File: src/rtl/isp_pkg.sv
package isp_pkg;
  localparam int BYTE_W      = 8;
  localparam int NIB_W       = BYTE_W / 2;
  localparam int DISP_W      = NIB_W + BYTE_W;
  localparam int MAX_BYTES   = 6;
  localparam int CNT_W       = $clog2(MAX_BYTES + 1);
  localparam int LONG_LEN_W  = BYTE_W + 1;
  localparam int SHORT_LEN_W = NIB_W + 1;

  typedef enum logic [2:0] {
    FMT_RR  = 3'd0,
    FMT_RS  = 3'd1,
    FMT_RX  = 3'd2,
    FMT_SI  = 3'd3,
    FMT_SSC = 3'd4,
    FMT_SSP = 3'd5
  } fmt_e;

  typedef struct packed {
    fmt_e                   fmt;
    logic [BYTE_W-1:0]      opcode;
    logic [NIB_W-1:0]       r1;
    logic [NIB_W-1:0]       r2;
    logic [BYTE_W-1:0]      imm;
    logic [NIB_W-1:0]       b1;
    logic [DISP_W-1:0]      d1;
    logic [NIB_W-1:0]       b2;
    logic [DISP_W-1:0]      d2;
    logic [LONG_LEN_W-1:0]  len1;
    logic [SHORT_LEN_W-1:0] len2;
  } rec_t;
endpackage

File: src/rtl/isp_format_lookup.sv
module isp_format_lookup
  import isp_pkg::*;
#(
  parameter logic [63:0] PACKED_MAP = 64'hFFFF_0000_0000_0000
) (
  input  logic [BYTE_W-1:0] opcode,
  output fmt_e              fmt,
  output logic [CNT_W-1:0]  nbytes
);
  always_comb begin
    unique case (opcode[7:6])
      2'b00: begin
        fmt    = FMT_RR;
        nbytes = CNT_W'(2);
      end
      2'b01: begin
        fmt    = FMT_RX;
        nbytes = CNT_W'(4);
      end
      2'b10: begin
        fmt    = opcode[3] ? FMT_RS : FMT_SI;
        nbytes = CNT_W'(4);
      end
      default: begin
        fmt    = PACKED_MAP[opcode[5:0]] ? FMT_SSP : FMT_SSC;
        nbytes = CNT_W'(MAX_BYTES);
      end
    endcase
  end
endmodule

File: src/rtl/isp_collector.sv
module isp_collector
  import isp_pkg::*;
#(
  parameter logic [63:0] PACKED_MAP = 64'hFFFF_0000_0000_0000
) (
  input  logic                          clk,
  input  logic                          rst,
  input  logic                          flush,
  input  logic                          in_fire,
  input  logic [BYTE_W-1:0]             in_byte,
  output logic                          done,
  output fmt_e                          fmt_o,
  output logic [MAX_BYTES*BYTE_W-1:0]   bytes_o
);
  logic [CNT_W-1:0]  idx_q;
  logic [CNT_W-1:0]  need_q;
  fmt_e              fmt_q;
  logic [BYTE_W-1:0] buf_q [MAX_BYTES];

  fmt_e             lk_fmt;
  logic [CNT_W-1:0] lk_n;
  logic [CNT_W-1:0] cur_need;
  logic             last;

  isp_format_lookup #(.PACKED_MAP(PACKED_MAP)) u_lookup (
    .opcode (in_byte),
    .fmt    (lk_fmt),
    .nbytes (lk_n)
  );

  assign cur_need = (idx_q == '0) ? lk_n : need_q;
  assign fmt_o    = (idx_q == '0) ? lk_fmt : fmt_q;
  assign last     = (CNT_W'(idx_q + CNT_W'(1)) == cur_need);
  assign done     = in_fire && last;

  always_ff @(posedge clk) begin
    if (rst || flush) begin
      idx_q  <= '0;
      need_q <= CNT_W'(2);
      fmt_q  <= FMT_RR;
    end else if (in_fire) begin
      if (idx_q == '0) begin
        need_q <= lk_n;
        fmt_q  <= lk_fmt;
      end
      idx_q <= last ? '0 : CNT_W'(idx_q + CNT_W'(1));
    end
  end

  // byte store without reset, RAM-like
  always_ff @(posedge clk) begin
    if (in_fire) buf_q[idx_q] <= in_byte;
  end

  for (genvar g = 0; g < MAX_BYTES; g++) begin : g_asm
    assign bytes_o[g*BYTE_W +: BYTE_W] =
      (idx_q == CNT_W'(g)) ? in_byte : buf_q[g];
  end

  // a partial count never reaches the length latched at the opcode
  p_idx_bound_r1: assert property (@(posedge clk) disable iff (rst)
    (idx_q != '0) |-> (idx_q < need_q));

  // flush leaves the collector waiting for an opcode
  p_flush_clear_r10: assert property (@(posedge clk) disable iff (rst)
    flush |=> (idx_q == '0));
endmodule

File: src/rtl/isp_field_extract.sv
module isp_field_extract
  import isp_pkg::*;
(
  input  fmt_e                        fmt,
  input  logic [MAX_BYTES*BYTE_W-1:0] bytes_i,
  output rec_t                        rec
);
  logic [BYTE_W-1:0] bt [MAX_BYTES];

  for (genvar g = 0; g < MAX_BYTES; g++) begin : g_split
    assign bt[g] = bytes_i[g*BYTE_W +: BYTE_W];
  end

  always_comb begin
    rec        = '0;
    rec.fmt    = fmt;
    rec.opcode = bt[0];
    unique case (fmt)
      FMT_RR: begin
        rec.r1 = bt[1][7:4];
        rec.r2 = bt[1][3:0];
      end
      FMT_RS, FMT_RX: begin
        rec.r1 = bt[1][7:4];
        rec.r2 = bt[1][3:0];
        rec.b2 = bt[2][7:4];
        rec.d2 = {bt[2][3:0], bt[3]};
      end
      FMT_SI: begin
        rec.imm = bt[1];
        rec.b1  = bt[2][7:4];
        rec.d1  = {bt[2][3:0], bt[3]};
      end
      FMT_SSC: begin
        rec.len1 = {1'b0, bt[1]} + LONG_LEN_W'(1);
        rec.b1   = bt[2][7:4];
        rec.d1   = {bt[2][3:0], bt[3]};
        rec.b2   = bt[4][7:4];
        rec.d2   = {bt[4][3:0], bt[5]};
      end
      default: begin
        rec.len1 = LONG_LEN_W'({1'b0, bt[1][7:4]}) + LONG_LEN_W'(1);
        rec.len2 = {1'b0, bt[1][3:0]} + SHORT_LEN_W'(1);
        rec.b1   = bt[2][7:4];
        rec.d1   = {bt[2][3:0], bt[3]};
        rec.b2   = bt[4][7:4];
        rec.d2   = {bt[4][3:0], bt[5]};
      end
    endcase
  end
endmodule

File: src/rtl/instr_stream_parser.sv
module instr_stream_parser
  import isp_pkg::*;
#(
  parameter logic [63:0] PACKED_MAP = 64'hFFFF_0000_0000_0000
) (
  input  logic        clk,
  input  logic        rst,
  input  logic        flush,
  input  logic        in_valid,
  output logic        in_ready,
  input  logic [7:0]  in_byte,
  output logic        out_valid,
  input  logic        out_ready,
  output logic [2:0]  out_fmt,
  output logic [7:0]  out_opcode,
  output logic [3:0]  out_r1,
  output logic [3:0]  out_r2,
  output logic [7:0]  out_imm,
  output logic [3:0]  out_b1,
  output logic [11:0] out_d1,
  output logic [3:0]  out_b2,
  output logic [11:0] out_d2,
  output logic [8:0]  out_len1,
  output logic [4:0]  out_len2
);
  logic                        in_fire;
  logic                        done;
  fmt_e                        col_fmt;
  logic [MAX_BYTES*BYTE_W-1:0] col_bytes;
  rec_t                        rec_d;
  rec_t                        rec_q;
  logic                        vld_q;

  assign in_ready = !flush && (!vld_q || out_ready);
  assign in_fire  = in_valid && in_ready;

  isp_collector #(.PACKED_MAP(PACKED_MAP)) u_collect (
    .clk     (clk),
    .rst     (rst),
    .flush   (flush),
    .in_fire (in_fire),
    .in_byte (in_byte),
    .done    (done),
    .fmt_o   (col_fmt),
    .bytes_o (col_bytes)
  );

  isp_field_extract u_extract (
    .fmt     (col_fmt),
    .bytes_i (col_bytes),
    .rec     (rec_d)
  );

  always_ff @(posedge clk) begin
    if (rst) begin
      vld_q <= 1'b0;
      rec_q <= '0;
    end else if (done) begin
      vld_q <= 1'b1;
      rec_q <= rec_d;
    end else if (out_ready) begin
      vld_q <= 1'b0;
    end
  end

  assign out_valid  = vld_q;
  assign out_fmt    = rec_q.fmt;
  assign out_opcode = rec_q.opcode;
  assign out_r1     = rec_q.r1;
  assign out_r2     = rec_q.r2;
  assign out_imm    = rec_q.imm;
  assign out_b1     = rec_q.b1;
  assign out_d1     = rec_q.d1;
  assign out_b2     = rec_q.b2;
  assign out_d2     = rec_q.d2;
  assign out_len1   = rec_q.len1;
  assign out_len2   = rec_q.len2;

  p_stall_r9: assert property (@(posedge clk) disable iff (rst)
    (out_valid && !out_ready) |-> !in_ready);

  p_hold_r9: assert property (@(posedge clk) disable iff (rst)
    (out_valid && !out_ready) |=>
      (out_valid && $stable(out_opcode) && $stable(out_d2) && $stable(out_len1)));

  p_flush_ready_r10: assert property (@(posedge clk) disable iff (rst)
    flush |-> !in_ready);

  p_char_len_r6: assert property (@(posedge clk) disable iff (rst)
    (out_valid && rec_q.fmt == FMT_SSC) |-> (out_len1 != '0 && out_len2 == '0));

  p_packed_len_r7: assert property (@(posedge clk) disable iff (rst)
    (out_valid && rec_q.fmt == FMT_SSP) |->
      (out_len1 != '0 && out_len1 <= 9'd16 && out_len2 != '0));
endmodule

File: config.mk
export PLATFORM = sky130hd
export DESIGN_NAME = instr_stream_parser
export DESIGN_NICKNAME = d
export VERILOG_FILES = /design/src/rtl/isp_pkg.sv /design/src/rtl/isp_format_lookup.sv /design/src/rtl/isp_collector.sv /design/src/rtl/isp_field_extract.sv /design/src/rtl/instr_stream_parser.sv
export SDC_FILE = /design/constraint.sdc
export NUM_CORES = 1
export LEC_CHECK = 0
export BUFFER_PORTS_ARGS = -buffer_cell sky130_fd_sc_hd__buf_4
export CELL_PAD_IN_SITES_DETAIL_PLACEMENT = 1
export CELL_PAD_IN_SITES_GLOBAL_PLACEMENT = 2
export CORE_MARGIN = 2
export CORE_UTILIZATION = 37
export CTS_CLUSTER_SIZE = 20
export DETAILED_ROUTE_END_ITERATION = 8
export PLACE_DENSITY_LB_ADDON = 0.1
export SYNTH_ARGS = -nofsm -noshare
export SYNTH_HDL_FRONTEND = slang
export SYNTH_HIERARCHICAL = 1
export SYNTH_SLANG_ARGS = --single-unit
File: constraint.sdc
create_clock -name clk -period 2.8 [get_ports clk]
set_clock_uncertainty 0.05 [all_clocks]
set_input_delay 0.14 -clock clk [delete_from_list [all_inputs] [get_ports clk]]
set_output_delay 0.14 -clock clk [all_outputs]
set_load 0.03 [all_outputs]
==> results of run 1 <==
-- state kept, by name (all words and copies together), names as in the netlist, 4 cells and up --
signal and flops:
u_collect/buf_q 48, out_len2 5, out_d2 12, out_b2 4, out_imm 8, out_len1 9
out_opcode 8, out_d1 12, out_r2 4, out_r1 4, out_b1 4
-- routing by layer --
metal  vias up  GRT usage [%]  part of all wire, %
li1       2088              -                    -
met1      2105           23.8                   46
met2        78           31.5                   50
met3        15           4.64                  3.1
met4         0           5.85                  1.2
met5         -              0                    0
-- metrics by stage --
step	power [mW]	worst slack [ns]	util (%)
after CTS	4.61	0.0758	45.9
after global routing	4.71	0.0275	46.0
after detailed placement	2.39	0.105	42.1
final	4.54	0.245	46.0
after global placement	2.38	0.212	42.1
after floorplan	2.28	0.263	-
-- critical path: stages, from the launching register on --
cell and delay [ns]:
sky130_fd_sc_hd__dfxtp_1 0.38, sky130_fd_sc_hd__inv_1 0.17, sky130_fd_sc_hd__ha_4 0.22, sky130_fd_sc_hd__nor2b_4 0.27, sky130_fd_sc_hd__mux2i_1 0.24, sky130_fd_sc_hd__xor2_1 0.18
sky130_fd_sc_hd__and4_4 0.30, sky130_fd_sc_hd__buf_16 0.24, sky130_fd_sc_hd__mux2i_1 0.25, sky130_fd_sc_hd__nor2_1 0.06
-- path summary, 6_finish.rpt --
path | start | endpoint | depth (start not counted)
min reg2reg | u_collect/fmt_q[1]$_SDFFE_PP0P_ | u_collect/fmt_q[1]$_SDFFE_PP0P_ | 2
max | u_collect/idx_q[1]$_SDFFE_PP0P_ | out_r1[3]$_SDFFE_PP0P_ | 9
min | in_byte[5] | u_collect/buf_q[3][5]$_DFFE_PP_ | 1
max reg2reg | u_collect/idx_q[1]$_SDFFE_PP0P_ | out_r1[3]$_SDFFE_PP0P_ | 9
-- layout make-up --
cell class / instances / area (µm²)
fillers: 1799 / 8850
flip-flops and latches: 131 / 3100
multi-input cells: 371 / 2650
repair buffers: 113 / 903
clock buffers: 18 / 450
well taps: 220 / 275
clock inverters: 14 / 134
inverters: 11 / 41.3
-- cells by family (layout without fill, tap and decap cells) --
logic type / Yosys count / after routing / synth area share [%]
muxes: 117 / 117 / 19.9
xor gates and xnor gates: 11 / 11 / 1.57
DFF: 131 / 131 / 50.7
and+or+nand+nor: 195 / 195 / 14.6
AOI/OAI and AO/OA: 37 / 37 / 4.78
adders and majority gates: 10 / 10 / 2.04
other: 1 / 1 / 0.0612
buffers and inverters: 54 / 156 / 6.35
-- where the power goes --
group          switching [mW]  internal [mW]
sequential            0.00719           1.99
combinational           0.217          0.131
clock                   0.846           1.35
-- synthesized netlist by cell type (all sizes together) (5+ instances only) --
library cell	number	area, µm²
nor2	85	322
mux2	40	450
and2	15	93.8
ha	10	125
dfxtp	83	1660
inv	11	41.3
a21oi	8	43.8
nand2	47	176
o22ai	5	37.5
nand3	11	55.1
buf	34	314
nor3	6	35.0
xnor2	6	52.6
a22o	16	140
nor2b	19	126
clkbuf	9	33.8
mux2i	77	771
xor2	5	43.8
edfxtp	48	1440
o21ai	5	25.0
-- what timing repair did --
item	in CTS	in global routing
hold buffers	4	0
endpoints found under the hold margin	24	0
endpoints found under the setup margin	0	73
gates resized for setup	0	4
==> run summary, run 1 <==
The count of buffers from port buffering came out at 87. STA classifies the critical path endpoint as a register. The highest ir drop seen on vdd is around 0.00049 V. The floorplan step set the die height to roughly 130 µm. The final hold violation count came out at 1. The post-synthesis cell type count came out at 42. The sequential share of the synthesized area came out at between 50% and 60%.

Across all hold checks on the routed design, the worst slack comes to -0.000185 ns. Once placement completed, the tool counted placed cells totaling between 800 and 900. The detailed-routing iteration count for the pre-antenna-repair pass came out at 5. The clock passes through at most 2 buffers. The gate count of the mapped netlist is roughly 560. The global-route congestion overflow total came out at 0. The overall global routing resource usage is about a fifth. Leaving out fill and tap cells, the most frequent cell in the layout is sky130_fd_sc_hd__buf_4.

TritonCTS built the clock tree. The leakage power of the design came out at between 2 and 3 nW. At the pin with the least slew margin, the transition time is ~0.83 ns. Timing would allow up to a little under 400 MHz. In the layout the commonest cells are sky130_fd_sc_hd__buf_4 (106), sky130_fd_sc_hd__nor2_1 (84), sky130_fd_sc_hd__dfxtp_1 (83), sky130_fd_sc_hd__mux2i_1 (77), sky130_fd_sc_hd__edfxtp_1 (48).

Setup slack on the worst reg-to-reg path comes out at between 0.2 and 0.25 ns. The final non-filler cell total is approximately 900. The area growth from synthesis to layout came out at 23.4%. Counting every sink on the clock net gives approximately 130. For the worst setup path, the data required time is between 3 and 4 ns. Along the worst path, the maximum fanout reaches 35. The power density relative to cell area came out at around 600 nW/µm². For the finished layout, the period the worst path requires is 2.56 ns. The post-route clock period utilization is about 91%. Max-cap violations in this run came to 0.

The initial DRC count came out at slightly below 200. The via density per instance is a little under 5. The final layout contains about 670 nets. The first global-routing pass estimated approximately 26000 µm of wire.

The placed instances occupy a cell area of 6910 µm². The antenna diode count came out at 0. The setup total negative slack came out at 0 ns. The final reports fail on negative hold slack. The tree is rooted in a sky130_fd_sc_hd__clkbuf_16.

The count of nets left with antenna violations after detail routing came out at 0. The total number of H-tree levels is 4. After detailed routing, the total wire length is approximately 16000 µm. The path class of the tightest hold or removal check is in -> reg.

After detailed routing, the number of remaining DRC violations is 0. The number of global-route vias before repair came out at ~4600. The insertion delay of the later-clocked pin in the worst-skew pair came out at about 0.42 ns.

The pin count of the biggest net entering global routing is 76. The full die area came out at roughly 18000 µm². STA classifies the critical path startpoint as a register. The post-CTS setup-driven buffer insertion count came out at 0.

The routed layout has about 4300 vias. The weighted congestion at the end of routability-driven global placement is around 0.81. The headroom to the max-slew limit is between 40% and 50%.

The clock buffer count from CTS came out at 17. The number of nets handed over by synthesis was approximately 580. The core area came out at 16400 µm². The mean area per synthesized cell came out at 11.0 µm². The number of cell rows came out at 47. The flip-flop and latch count after synthesis is roughly 130.

The critical path arrival is between 2 and 3 ns. Setup repair after global routing left no endpoint under its margin. The number of max-slew violations in the final report came out at 0.

The floorplan step set the die width to around 130 µm. The synthesized design contains 48 enable-type register cells. The post-route standard cell area excluding fillers came out at 7550 µm². Clock-pin slew was measured on the worst setup and hold paths at ~0.060 ns. The share of cells above drive strength 1 came out at ~29%. The post-synthesis instance area came out at between 6000 and 7000 µm².

The warning count from the yosys run is 6. By startpoint and endpoint, the worst setup path is classified as reg -> reg. Once detailed placement completed, the half-perimeter wirelength came to about 11000 µm. The final setup violation count is 0. The per-cell routed wire length is between 15 and 20 µm. The run finished, with violations left.

The I/O pin count is slightly below 90. The initial core utilization is 37.3%. The initial antenna violation count is 0.

For this run, asynchronously set or reset flops after synthesis account for 0%. The dominant register cell in the synthesized netlist is sky130_fd_sc_hd__dfxtp_1.
Power figures use the tool's default switching activity.
==> inputs of run 2 (changes only) <==
- CORE_ASPECT_RATIO: unset -> 0.6
==> run 2 against run 1 <==
Effect of this change:
- the flow now finishes without violations
- clock power up 2%
- hold slack improved by 0.0044 ns
- sequential power barely moved
- count of clock-buffer cells in the layout is 3 higher
- critical path type unchanged
- sequential share of layout area grew 0.26 points
- largest cell class unchanged
- setup slack worse by 0.042 ns
- flip-flop and latch count did not move
- fmax decreased by 1.6%
==> run summary, run 2 (synthesis gave the netlist of run 1 again) <==
The top cell types in the final layout, fill and taps aside, are sky130_fd_sc_hd__buf_4 (106), sky130_fd_sc_hd__nor2_1 (84), sky130_fd_sc_hd__dfxtp_1 (83), sky130_fd_sc_hd__mux2i_1 (77), sky130_fd_sc_hd__edfxtp_1 (48). The number of flip-flops in the largest register came out at 48 (unchanged). The critical setup path kind is reg -> reg. The slack of the critical path is 0.203 ns (-0.0422 ns).

The share of cells above drive strength 1 is 28.6% (-0.28 points). The number of cell rows is 36 (-23%). The highest net fanout along the worst path was 43 (+23%). The number of clock sinks came out at 131 (unchanged). The detailed-routing iteration count for the pre-antenna-repair pass came out at 4 (-1). The full die area is 17600 µm² (+0.19%). The achievable frequency came to 385 MHz (-1.6%).

The post-placement setup slack is 0.118 ns (+0.0129 ns). The post-CTS setup-driven buffer insertion count is 0 (unchanged). The floorplan die height is 104 µm (-22%). The critical path arrival came out at 2.82 ns (+0.05 ns).

The die width is 170 µm (+28%). The number of max-slew violations in the final report was 0 (unchanged). The leakage power of the design came to 2.93 nW (about the same). The flow ran to the end, and the final reports show no timing, DRC or antenna violations. The overall global routing resource usage came to 19.9% (+1.1 points).

The total number of H-tree levels came out at 4 (unchanged). The via density per instance came out at 5.08 (+4.0%). The final hold violation count is 0 (-1). The initial antenna violation count is 0 (unchanged). The highest ir drop seen on vdd came out at 0.000436 V (-11%). The initial core utilization came to 37.8% (+0.44 points). The slack of the worst reg-to-reg path is 0.20 ns (-0.04 ns).

The antenna diode count came out at 0 (unchanged). The count of buffers from port buffering is 87 (unchanged). The kind of end point of the critical path is a register. The weighted congestion at the end of routability-driven global placement came to 0.787 (-2.7%). The final setup violation count came out at 0 (unchanged).

The register name with the most flops is u_collect/buf_q. The I/O pin count is 88 (unchanged). The global-route congestion overflow total is 0 (unchanged). The insertion delay of the later-clocked pin in the worst-skew pair is 0.42 ns (about the same). TritonCTS built the clock tree. The worst setup path is launched from a register. The total DRC errors in the routed layout came out at 0 (unchanged). The core area is 16200 µm² (-1.2%). Setup repair after global routing left no endpoint under its margin. The number of vias after detailed routing is 4381 (+2.2%). The final HPWL from detailed placement was 11500 µm (+6.4%). The per-cell routed wire length came out at 19.5 µm (+8.4%).

The area growth from synthesis to layout came out at 22.6%. The post-detailed-routing wire length came out at 16800 µm (+6.6%). The final period demand of the worst path came out at 2.60 ns (+0.0422 ns).

The root buffer cell chosen for the clock tree is sky130_fd_sc_hd__clkbuf_16. The headroom to the max-slew limit came out at 45.6% (+0.92 points). The count of nets left with antenna violations after detail routing came to 0 (unchanged). The power density relative to cell area is 613 nW/µm² (+1.8%). The global-route wire length before repair came to 26700 µm (+4.6%).

The number of max-capacitance violations reported came out at 0 (unchanged). The largest buffer count on any clock path was 2 (unchanged). The pin count of the biggest net entering global routing is 76 (unchanged).

The number of global-route vias before repair is 4622 (+0.72%). The final worst hold slack is 0.00417 ns (+0.00436 ns). The final net count is 665 (-0.45%). The post-route clock period utilization is 92.8% (+1.5 points). Leaving out fill and tap cells, the most frequent cell in the layout is sky130_fd_sc_hd__buf_4.

The slew at the pin closest to its max-slew limit came out at 0.816 ns (-0.0138 ns). The initial DRC count came out at 217 (+11%). The setup total negative slack is 0 ns (unchanged). The critical path data required time came out at 3.02 ns (about the same). The clock input transition at the sequential cells of the worst setup and hold paths came to 0.06 ns (about the same). The clock buffer count from CTS is 17 (unchanged).

The worst hold-check path type is in -> reg.
[run 2: cell count changes in the layout (fill, tap and decap cells not counted), moves of 2 or more]
cell / previous run / this run
sky130_fd_sc_hd__clkinv_4: 0 / 4
sky130_fd_sc_hd__dlygate4sd3_1: 4 / 2
sky130_fd_sc_hd__clkbuf_16: 18 / 20
sky130_fd_sc_hd__clkinvlp_4: 4 / 0
[run 2: power by group]
part / internal [mW] / switching [mW] / total [mW]
Sequential: 1.99 / 0.00863 / 2.00
Combinational: 0.126 / 0.229 / 0.354
Clock: 1.38 / 0.867 / 2.24
[run 2: cell type report]
cell class	count	area, µm²
multi-input combinational	371	2650
fill	1767	8710
inverter	11	41.3
clock buffer	21	504
clock inverter	10	93.8
tap	209	262
timing repair buffer	110	856
sequential	131	3100
[run 2: critical path: stages, from the launching register on]
cell                      delay (ns)
sky130_fd_sc_hd__dfxtp_1        0.32
sky130_fd_sc_hd__inv_1          0.14
sky130_fd_sc_hd__ha_1           0.25
sky130_fd_sc_hd__nor2b_4        0.27
sky130_fd_sc_hd__mux2i_1        0.28
sky130_fd_sc_hd__xor2_1         0.19
sky130_fd_sc_hd__and4_4         0.29
sky130_fd_sc_hd__buf_12         0.28
sky130_fd_sc_hd__mux2i_1        0.26
sky130_fd_sc_hd__nor2_1         0.06
[run 2: path summary, 6_finish.rpt]
kind / from / end / cells past startpoint
hold / removal: in_byte[0] / u_collect/buf_q[4][0]$_DFFE_PP_ / 1
setup reg to reg: u_collect/idx_q[0]$_SDFFE_PP0P_ / out_b1[2]$_SDFFE_PP0P_ / 9
setup / recovery: u_collect/idx_q[0]$_SDFFE_PP0P_ / out_b1[2]$_SDFFE_PP0P_ / 9
hold reg to reg: u_collect/fmt_q[1]$_SDFFE_PP0P_ / u_collect/fmt_q[1]$_SDFFE_PP0P_ / 2
[run 2: stage by stage]
step / power [mW] / cell area, µm² / utilization (%) / std cells
after floorplan: 2.28 / 6120 / - / 556
after global placement: 2.38 / 6870 / 42.4 / 830
after detailed placement: 2.39 / 6870 / 42.4 / 830
after CTS: 4.64 / 7490 / 46.2 / 863
after global routing: 4.76 / 7510 / 46.3 / 863
final: 4.60 / 7510 / 46.3 / 863
[run 2: routing by layer]
| layer | vias up | track usage (%) | wire length [µm] |
|---|---|---|---|
| met2 | 107 | 28.7 | 7060 |
| met1 | 2183 | 30.0 | 8740 |
| met5 | - | 0 | 0 |
| met4 | 0 | 4.82 | 126 |
| met3 | 12 | 4.28 | 926 |
| li1 | 2079 | - | - |
[run 2: repair_timing]
action,4_1_cts,5_1_grt
setup endpoints to repair,0,28
resized for setup,0,3
hold buffers,2,0
hold endpoints to repair,12,0
